[src/rtl/irwake_pkg.sv]
package irwake_pkg;
  localparam int DUR_W = 7;

  typedef struct packed {
    logic             pulse;
    logic [DUR_W-1:0] dur;
  } ir_entry_t;

  typedef enum logic [2:0] {
    A_CTRL  = 3'd0,
    A_STAT  = 3'd1,
    A_DEPTH = 3'd2,
    A_TOL   = 3'd3,
    A_COUNT = 3'd4,
    A_WDATA = 3'd5,
    A_RDATA = 3'd6,
    A_RIDX  = 3'd7
  } reg_addr_e;

  // level flags equal and run lengths within slack periods
  function automatic logic entry_close(ir_entry_t a, ir_entry_t b, int unsigned slack);
    logic [DUR_W-1:0] diff;
    diff = (a.dur >= b.dur) ? (a.dur - b.dur) : (b.dur - a.dur);
    return (a.pulse == b.pulse) && (32'(diff) <= slack);
  endfunction
endpackage

[src/rtl/irwake_regs.sv]
module irwake_regs
  import irwake_pkg::*;
#(
  parameter int CNT_W = 5
) (
  input  logic             clk,
  input  logic             rst_n,
  input  logic             reg_wr,
  input  logic [2:0]       reg_addr,
  input  logic [7:0]       reg_wdata,
  input  logic             seq_hit,
  output logic             mode_q,
  output logic             load_q,
  output logic [CNT_W-1:0] depth_q,
  output logic [CNT_W-1:0] tol_q,
  output logic             wake_q,
  output logic             clr_cmd,
  output logic             restart,
  output logic             wr_push
);
  logic             mode_d, load_d, wake_d;
  logic [CNT_W-1:0] depth_d, tol_d;
  logic             ctrl_wr, stat_wr;

  assign ctrl_wr = reg_wr && (reg_addr == A_CTRL);
  assign stat_wr = reg_wr && (reg_addr == A_STAT);
  assign restart = ctrl_wr;
  assign clr_cmd = ctrl_wr && reg_wdata[2] && !reg_wdata[0];
  assign wr_push = reg_wr && (reg_addr == A_WDATA) && load_q;

  always_comb begin
    mode_d  = mode_q;
    load_d  = load_q;
    depth_d = depth_q;
    tol_d   = tol_q;
    wake_d  = wake_q;
    if (ctrl_wr) begin
      mode_d = reg_wdata[0];
      load_d = reg_wdata[1];
    end
    if (reg_wr && (reg_addr == A_DEPTH)) depth_d = reg_wdata[CNT_W-1:0];
    if (reg_wr && (reg_addr == A_TOL))   tol_d   = reg_wdata[CNT_W-1:0];
    // set has priority over write-one-to-clear
    if (seq_hit)                         wake_d  = 1'b1;
    else if (stat_wr && reg_wdata[0])    wake_d  = 1'b0;
  end

  always_ff @(posedge clk or negedge rst_n) begin
    if (!rst_n) begin
      mode_q  <= 1'b0;
      load_q  <= 1'b0;
      depth_q <= '0;
      tol_q   <= '0;
      wake_q  <= 1'b0;
    end else begin
      mode_q  <= mode_d;
      load_q  <= load_d;
      depth_q <= depth_d;
      tol_q   <= tol_d;
      wake_q  <= wake_d;
    end
  end
endmodule

[src/rtl/irwake_store.sv]
module irwake_store
  import irwake_pkg::*;
#(
  parameter int N_ENTRIES = 16,
  parameter int CNT_W     = $clog2(N_ENTRIES + 1),
  parameter int IDX_W     = $clog2(N_ENTRIES)
) (
  input  logic             clk,
  input  logic             rst_n,
  input  logic             push_req,
  input  ir_entry_t        push_data,
  input  logic             clr,
  input  logic             rd_adv,
  input  logic [CNT_W-1:0] cmp_idx,
  output logic [CNT_W-1:0] count_q,
  output logic [IDX_W-1:0] rd_idx_q,
  output ir_entry_t        rd_entry,
  output ir_entry_t        ref_entry,
  output logic             ref_ok
);
  ir_entry_t        mem [N_ENTRIES];
  logic [CNT_W-1:0] count_d;
  logic [IDX_W-1:0] rd_idx_d;
  logic             push_ok, not_full, legal;

  assign not_full = (count_q != CNT_W'(N_ENTRIES));
  assign legal    = (push_data.dur != '0) && ((count_q != '0) || push_data.pulse);
  assign push_ok  = push_req && !clr && not_full && legal;

  always_comb begin
    count_d  = count_q;
    rd_idx_d = rd_idx_q;
    if (clr) begin
      count_d  = '0;
      rd_idx_d = '0;
    end else begin
      if (push_ok) count_d = count_q + CNT_W'(1);
      if (rd_adv && (count_q != '0)) begin
        if (CNT_W'(rd_idx_q) == (count_q - CNT_W'(1))) rd_idx_d = '0;
        else                                           rd_idx_d = rd_idx_q + IDX_W'(1);
      end
    end
  end

  always_ff @(posedge clk or negedge rst_n) begin
    if (!rst_n) begin
      count_q  <= '0;
      rd_idx_q <= '0;
    end else begin
      count_q  <= count_d;
      rd_idx_q <= rd_idx_d;
    end
  end

  // storage array carries no reset; only entries below count are ever read
  always_ff @(posedge clk) begin
    if (push_ok) mem[count_q[IDX_W-1:0]] <= push_data;
  end

  assign rd_entry  = (count_q != '0) ? mem[rd_idx_q] : '0;
  assign ref_ok    = (cmp_idx < count_q);
  assign ref_entry = ref_ok ? mem[cmp_idx[IDX_W-1:0]] : '0;
endmodule

[src/rtl/irwake_compare.sv]
module irwake_compare
  import irwake_pkg::*;
#(
  parameter int CNT_W = 5,
  parameter int SLACK = 1
) (
  input  logic             clk,
  input  logic             rst_n,
  input  logic             en,
  input  logic             restart,
  input  logic             smp_valid,
  input  ir_entry_t        smp,
  input  ir_entry_t        ref_entry,
  input  logic             ref_ok,
  input  logic [CNT_W-1:0] depth,
  input  logic [CNT_W-1:0] tol,
  output logic [CNT_W-1:0] ptr_q,
  output logic             seq_hit
);
  logic [CNT_W-1:0] miss_q, miss_d, ptr_d, miss_now;
  logic             step, last, is_match;

  assign step     = en && smp_valid && (depth != '0) && !restart;
  assign is_match = ref_ok && entry_close(smp, ref_entry, SLACK);
  assign miss_now = miss_q + (is_match ? CNT_W'(0) : CNT_W'(1));
  assign last     = (ptr_q == (depth - CNT_W'(1)));
  assign seq_hit  = step && last && (miss_now <= tol);

  always_comb begin
    ptr_d  = ptr_q;
    miss_d = miss_q;
    if (restart) begin
      ptr_d  = '0;
      miss_d = '0;
    end else if (step) begin
      if (last) begin
        ptr_d  = '0;
        miss_d = '0;
      end else begin
        ptr_d  = ptr_q + CNT_W'(1);
        miss_d = miss_now;
      end
    end
  end

  always_ff @(posedge clk or negedge rst_n) begin
    if (!rst_n) begin
      ptr_q  <= '0;
      miss_q <= '0;
    end else begin
      ptr_q  <= ptr_d;
      miss_q <= miss_d;
    end
  end
endmodule

[src/rtl/irwake_matcher.sv]
module irwake_matcher
  import irwake_pkg::*;
#(
  parameter int N_ENTRIES = 16,
  parameter int SLACK     = 1
) (
  input  logic       clk,
  input  logic       rst_n,
  input  logic       reg_wr,
  input  logic       reg_rd,
  input  logic [2:0] reg_addr,
  input  logic [7:0] reg_wdata,
  output logic [7:0] reg_rdata,
  input  logic       smp_valid,
  input  logic [7:0] smp_data,
  output logic       wake
);
  localparam int CNT_W = $clog2(N_ENTRIES + 1);
  localparam int IDX_W = $clog2(N_ENTRIES);

  logic [1:0]       rst_pipe;
  logic             rst_n_s;
  logic             mode_q, load_q, wake_q, clr_cmd, restart, wr_push, seq_hit;
  logic             capture, push_req, rd_adv, ref_ok;
  logic [CNT_W-1:0] depth_q, tol_q, count_q, ptr_q;
  logic [IDX_W-1:0] rd_idx_q;
  ir_entry_t        push_data, rd_entry, ref_entry;

  // asynchronous assertion, synchronous release
  always_ff @(posedge clk or negedge rst_n) begin
    if (!rst_n) rst_pipe <= 2'b00;
    else        rst_pipe <= {rst_pipe[0], 1'b1};
  end
  assign rst_n_s = rst_pipe[1];

  irwake_regs #(.CNT_W(CNT_W)) u_regs (
    .clk(clk), .rst_n(rst_n_s), .reg_wr(reg_wr), .reg_addr(reg_addr),
    .reg_wdata(reg_wdata), .seq_hit(seq_hit), .mode_q(mode_q), .load_q(load_q),
    .depth_q(depth_q), .tol_q(tol_q), .wake_q(wake_q), .clr_cmd(clr_cmd),
    .restart(restart), .wr_push(wr_push)
  );

  assign capture   = smp_valid && !mode_q && !load_q;
  assign push_req  = wr_push || capture;
  assign push_data = wr_push ? ir_entry_t'(reg_wdata) : ir_entry_t'(smp_data);
  assign rd_adv    = reg_rd && (reg_addr == A_RDATA);

  irwake_store #(.N_ENTRIES(N_ENTRIES), .CNT_W(CNT_W), .IDX_W(IDX_W)) u_store (
    .clk(clk), .rst_n(rst_n_s), .push_req(push_req), .push_data(push_data),
    .clr(clr_cmd), .rd_adv(rd_adv), .cmp_idx(ptr_q), .count_q(count_q),
    .rd_idx_q(rd_idx_q), .rd_entry(rd_entry), .ref_entry(ref_entry), .ref_ok(ref_ok)
  );

  irwake_compare #(.CNT_W(CNT_W), .SLACK(SLACK)) u_cmp (
    .clk(clk), .rst_n(rst_n_s), .en(mode_q), .restart(restart),
    .smp_valid(smp_valid), .smp(ir_entry_t'(smp_data)), .ref_entry(ref_entry),
    .ref_ok(ref_ok), .depth(depth_q), .tol(tol_q), .ptr_q(ptr_q), .seq_hit(seq_hit)
  );

  always_comb begin
    unique case (reg_addr)
      A_CTRL:  reg_rdata = {6'b0, load_q, mode_q};
      A_STAT:  reg_rdata = {7'b0, wake_q};
      A_DEPTH: reg_rdata = 8'(depth_q);
      A_TOL:   reg_rdata = 8'(tol_q);
      A_COUNT: reg_rdata = 8'(count_q);
      A_RDATA: reg_rdata = rd_entry;
      A_RIDX:  reg_rdata = 8'(rd_idx_q);
      default: reg_rdata = 8'h00;
    endcase
  end

  assign wake = wake_q;
endmodule

[config.mk]
export PLATFORM = sky130hd
export DESIGN_NAME = irwake_matcher
export DESIGN_NICKNAME = d
export VERILOG_FILES = /design/src/rtl/irwake_pkg.sv /design/src/rtl/irwake_regs.sv /design/src/rtl/irwake_store.sv /design/src/rtl/irwake_compare.sv /design/src/rtl/irwake_matcher.sv
export SDC_FILE = /design/constraint.sdc
export NUM_CORES = 1
export LEC_CHECK = 0
export BUFFER_PORTS_ARGS = -buffer_cell sky130_fd_sc_hd__buf_2
export CAP_MARGIN = 10
export CORE_MARGIN = 2
export CORE_UTILIZATION = 30
export CTS_CLUSTER_DIAMETER = 60
export DETAILED_ROUTE_END_ITERATION = 10
export GPL_TIMING_DRIVEN = 0
export HOLD_SLACK_MARGIN = 0.08
export SLEW_MARGIN = 10
export SYNTH_ARGS = -nofsm -noshare
export SYNTH_HDL_FRONTEND = slang
export SYNTH_SLANG_ARGS = --single-unit
export TNS_END_PERCENT = 30
[constraint.sdc]
create_clock -name clk -period 4.76 [get_ports clk]
set_clock_uncertainty 0.2 [all_clocks]
set_input_delay 0.476 -clock clk [delete_from_list [all_inputs] [get_ports clk]]
set_output_delay 0.476 -clock clk [all_outputs]
set_load 0.1 [all_outputs]
* After elaboration in Yosys (flattened, before gate mapping)
Memories as Yosys holds them, arrays and structs flattened.
Index checks and enable logic that the tools add are counted.
** Storage, ports and cells
- Register bits after elaboration :: 34
- Input port bits :: 24
- Memory bits (writable) :: 128
- Output and inout port bits :: 9
- Logic and storage cells :: 94
- Memories :: 1
** Cells by class
- Muxes and demuxes :: 21
- Order comparisons :: 4
- Equal/unequal tests :: 11
- Reduce and logical (&&, ||, !) cells :: 39
- Add/subtract/negate cells :: 8
** Memory list
- u_store.mem :: depth 16, bits a word 8, read ports 2, clocked after memory_dff 0, wr ports 1, RTL line irwake_store.sv:21 : ir_entry_t mem [N_ENTRIES];
** Operators by type and width (count)
- case mux 8 bit (7 select lines) :: 1
- 2-to-1 mux 5 bit :: 8
- logical AND 1 bit :: 24
- 2-to-1 mux 8 bit :: 3
- subtractor 7 bit :: 2
- == test 3 bit (second input constant) :: 4
- 2-to-1 mux 4 bit :: 3
- adder 5 x 1 -> 5 bit (second input constant) :: 2
- nonzero test 5 bit :: 2
- subtractor 5 x 1 -> 5 bit (second input constant) :: 2
- nonzero test 2 bit :: 4
- greater-or-equal comparator 7 bit :: 1
- less-or-equal comparator 7 x 1 -> 1 bit (second input constant) :: 1
- 2-to-1 mux 7 bit :: 1
- nonzero test 7 bit :: 1
- == test 3 x 2 -> 1 bit (second input constant) :: 2
- adder 5 bit :: 1
- == test 4 x 5 -> 1 bit :: 1
- == test 5 bit :: 1
- less-or-equal comparator 5 bit :: 1
- logical NOT 1 bit :: 5
- < comparator 5 bit :: 1
- 2-to-1 mux 1 bit :: 5
- inequality test 5 bit (second input constant) :: 1
- other kinds (5) :: 6

* Longest topological paths before layout
- Depth after elaboration :: 12
- Mapped depth :: 26
- Mapped depth without buffers :: 25

* Modules after synthesis
Synthesis repeated with hierarchy kept, for this count alone.
** Second synthesis, totals
- Cells, all modules :: 621
- Area, all modules :: 9185.1 um^2
** Modules (own cells, without submodules)
- irwake_store :: times used 1, cells each 365, area an instance 6751.5 um^2, seq. area each 4068.9 um^2
- irwake_compare :: times used 1, cells each 168, area an instance 1421.4 um^2, seq. area each 250.2 um^2
- irwake_regs :: times used 1, cells each 35, area an instance 554.3 um^2, seq. area each 325.3 um^2
- irwake_matcher :: times used 1, cells each 53, area an instance 457.9 um^2, seq. area each 50.0 um^2

* Worst setup path before layout
Ideal clock, no wire load.
- Path type :: register to register
- Start point :: register u_store.count_q[2]
- End point :: register u_regs.wake_q
- Clock period less this slack :: 5.638 ns
- Data required time :: 4.489 ns
- Path buffers :: 2
- Cell stages (with the launch flop) :: 27
- Slack :: -0.878 ns
- Setup time :: 0.071 ns
- Arrival time :: 5.367 ns
- Cells stage by stage :: dfrtp_1 clkbuf_1 inv_1 ha_1 a21o_1 a21o_1 a21oi_1 buf_2 o211a_1 ha_1 inv_1 fa_1 a21o_1 a221o_1 mux2_2 a22oi_1 a2111oi_0 o211ai_1 ha_1 ha_1 ha_1 nor2b_1 o21a_1 o21a_1 o21a_1 o22ai_1 a32o_1
** Between the ends
- Longest elaborated chain between the ends :: 12
- Elaborated cells on any way between the ends :: 16
- Classes of those cells :: add/sub: 3; order compare: 4; eq/ne: 1; mux: 4; reduce/logical: 4
** Ends and longest elaborated chain
- start, declared :: RTL line irwake_store.sv:15 : output logic [CNT_W-1:0] count_q,
- start signal, assigned :: RTL line irwake_store.sv:50 : count_q <= count_d;
- < comparator 5 bit (*) :: RTL line irwake_store.sv:61 : assign ref_ok = (cmp_idx < count_q);
- 2-to-1 mux 8 bit :: RTL line irwake_store.sv:62 : assign ref_entry = ref_ok ? mem[cmp_idx[IDX_W-1:0]] : '0;
- subtractor 7 bit or greater-or-equal comparator 7 bit (tied branches) :: RTL line irwake_pkg.sv:23 : diff = (a.dur >= b.dur) ? (a.dur - b.dur) : (b.dur - a.dur);
- 2-to-1 mux 7 bit :: RTL line irwake_pkg.sv:23
- less-or-equal comparator 7 x 1 -> 1 bit :: RTL line irwake_pkg.sv:24 : return (a.pulse == b.pulse) && (32'(diff) <= slack);
- logical AND 1 bit :: RTL line irwake_pkg.sv:24
- logical AND 1 bit (*) :: RTL line irwake_compare.sv:24 : assign is_match = ref_ok && entry_close(smp, ref_entry, SLACK);
- 2-to-1 mux 1 bit (*) :: RTL line irwake_compare.sv:25 : assign miss_now = miss_q + (is_match ? CNT_W'(0) : CNT_W'(1));
- adder 5 bit (*) :: RTL line irwake_compare.sv:25
- less-or-equal comparator 5 bit (*) :: RTL line irwake_compare.sv:27 : assign seq_hit = step && last && (miss_now <= tol);
- logical AND 1 bit (*) :: RTL line irwake_compare.sv:27
- 2-to-1 mux 1 bit or nonzero test 2 bit (tied branches)
- end signal, assigned :: RTL line irwake_regs.sv:60 : wake_q <= wake_d;
- end, declared :: RTL line irwake_regs.sv:16 : output logic wake_q,
Every way passes the cells marked *; elsewhere a longest branch is shown, timed or not.
A chain may end at the register's enable or synchronous reset.

* Final worst setup path
- Start point :: register u_store.count_q[1]
- End point :: register u_regs.wake_q
Same word-level chain as after synthesis.

==> reports/summary.txt <==
Layout cells sized above 1: 0.321
Total Wirelength: 23.2 mm
F_max: 180 MHz
DIE AREA: 31,500 sq um
Number of hold violations in the final report: 0
Tot GR Track Use: 0.156
Antenna violations before repair: 0
Asr flop ratio synth: 0.210
Post-Synth XOR/XNOR Area: 0.0213
Leakage dissipation: 3.79 nW
Largest family of logic cells by synthesized area: multiplexers
Buf/Inv on CP: 3
Ys flop type: edfxtp_1
CORE AREA: 29,600 sq um
Num ports: 33
Slew @ Worst Pin: 917 ps
Die Y: 178 um
Critical Path AT: 5720 ps
Sequential share of the synthesized area: 0.519
VDD IR-drop max: 0.000263 V
Via density: 5.32
Syn Area/Cell: 14.5 sq um
Final #Nets: 740
Pwr/cell area: 612 nW/um^2
Hold Crit Class: flop to async pin
WL/cell: 21.4 um
Largest net degree at the start of global routing: 33
Synth Instances: 625
RSZ-0062 raised after global routing: true
Total gr overflow: 0
Post-Place Worst Slack: -1870 ps
Max-Cap Viols: 0
Unique masters post-synth: 61
Setup-failing EPs final: 2
Slew Viols, Final: 0
Clk slew on worst S/H paths: 70 ps
Diodes inserted: 0
Critical path's slowest cell: dfrtp_2
Hpwl dp: 16.8 mm
Rel. slew slack: 0.386
Synth area leader: edfxtp_1
CP Capture Type: flop
Synthesized area: 9040 sq um
Synth Register Bits: 162
Sink Count: 162
CP max stage delay: 430 ps
Worst Setup Start Kind: flop
Input/output buffers: 32
Synth top area cells: edfxtp_1 (43%), mux4_2 (18%), dfrtp_1 (9.4%)
CP Class: flop to flop
Compound-Gate Fraction of Synth Area: 0.0794
First-pass GRT wire length: 36.2 mm
CTS tree: built
Top cells by count, synth: edfxtp_1 (128), mux4_2 (73), dfrtp_1 (34), nand2_1 (34), ha_1 (32)
Fin crit period: 5550 ps
Top cell type's share of synthesized area: 0.425
R2R Setup Slk: -790 ps
Chip width: 178 um
Initial core utilization: 0.305
# DRC: 0
Syn Nets: 683
Num CTS Buffers: 17
CP most frequent cell: a21o_1
CP top delay family: compound AO/OA/AOI/OAI gates
Rows: 63
Root Driver: clkbuf_16
Count leader, synth: edfxtp_1
Maximum level of the CTS H-tree: 4
P&R area growth vs syn: 16.8%
Final period utilization: 1.17
Post-route ant nets: 0
Vias: 5,771
Failing checks: setup timing
Setup tns final: -854 ps
Vias in the first global route: 5,916
First DRT Iteration DRCs: 581
Synth Area in Simple Gates: 0.0749
Status: finished with violations
Syn. warnings: 0
Final Wtd Congestion: 0.830
Worst path required time: 4930 ps
Max Root-Sink Buffers: 2
Hold slack final: 139 ps
Final WS setup: -793 ps
Post-Synth Adder-Cell Area: 0.0487
Drt first pass iters: 5
Post-synth EDFFs: 128
Post-synthesis mux area share: 0.226
Insertion delay to the later sink of the worst-skew pair: 430 ps
Largest fanout on the critical path: 2
[logic make-up after synthesis]
logic type | after synthesis
flops | 162
buf+inv | 65
fa+ha+maj | 34
other cells | 1
simple gates | 132
xor+xnor | 22
mux | 110
compound gates | 99
[routing by layer]
metal	part of all wire	vias to the layer above	GRT usage
met1	0.44	3004	0.208
met5	0	-	0
met4	0.030	0	0.0598
met3	0.050	34	0.0317
met2	0.48	148	0.249
li1	-	2585	-
[report_power, final]
part / internal (mW) / total (mW) / switching [mW]
Sequential: 1.67 / 1.80 / 0.133
Clock: 0.694 / 1.32 / 0.630
Combinational: 1.56 / 3.34 / 1.78
[state kept, by name (all words and copies together), names as in the netlist]
register	count
rst_pipe	2
u_cmp.miss_q	5
u_cmp.ptr_q	5
u_regs.depth_q	5
u_regs.load_q	1
u_regs.mode_q	1
u_regs.tol_q	5
u_regs.wake_q	1
u_store.count_q	5
u_store.mem	128
u_store.rd_idx_q	4
[final timing paths]
path / depth (start not counted) / start / to
max reg2reg: 26 / u_store.count_q[1] / u_regs.wake_q
max: 26 / u_store.count_q[1] / u_regs.wake_q
min: 0 / rst_pipe[1] / u_store.rd_idx_q[0]
min in group clk: 0 / rst_pipe[0] / rst_pipe[1]
max in group asynchronous: 0 / rst_pipe[1] / u_cmp.ptr_q[1]
min reg2reg: 0 / rst_pipe[1] / u_store.rd_idx_q[0]
[stage by stage]
step | area, sq um | util | instances | power (mW)
3_5_place_dp | 9770 | 0.330 | 1047 | 4.89
6_report | 10600 | 0.356 | 1085 | 6.46
3_3_place_gp | 9770 | 0.330 | 1047 | 4.87
2_1_floorplan | 9120 | - | 625 | 4.14
5_1_grt | 10600 | 0.356 | 1085 | 6.86
4_1_cts | 10500 | 0.355 | 1085 | 6.46
[cell usage in the layout, fill, tap and decap left out, types with 8 or more instances in the layout]
cell type  synthesis  final
a21oi_1           19     18
and3_1            17     17
buf_2              9     36
buf_4              0     11
clkbuf_1          24     14
clkbuf_16          0     17
dfrtp_1           34     30
edfxtp_1         128    128
ha_1              32     24
inv_1             25     22
mux2_2            24     23
mux2i_1           13      9
mux4_2            73     73
nand2_1           34     34
nand3_1           15     15
nor2_1            21     21
nor2b_1           10     10
nor3_1            10     10
o211ai_1           8      8
o21ai_0           16     16
xnor2_1            8      8
xor2_1            14     13
[repair_timing]
action | in CTS | in global routing
resized for setup | 36 | 9
endpoints found under the hold margin | 2 | 0
cloned | 0 | 0
hold buffers | 1 | 0
endpoints found under the setup margin | 6 | 6
pin swaps | 14 | 12
buffers inserted | 10 | 0
[layout make-up]
type / count / area (sq um)
inverter: 25 / 101
clock buffer: 17 / 425
clock inverter: 15 / 148
tap: 390 / 488
fill: 2849 / 19100
multi-input combinational: 398 / 4200
sequential: 162 / 4700
timing repair buffer: 43 / 245
buffer: 35 / 253
No activity file was read; power rests on OpenSTA's default activity.
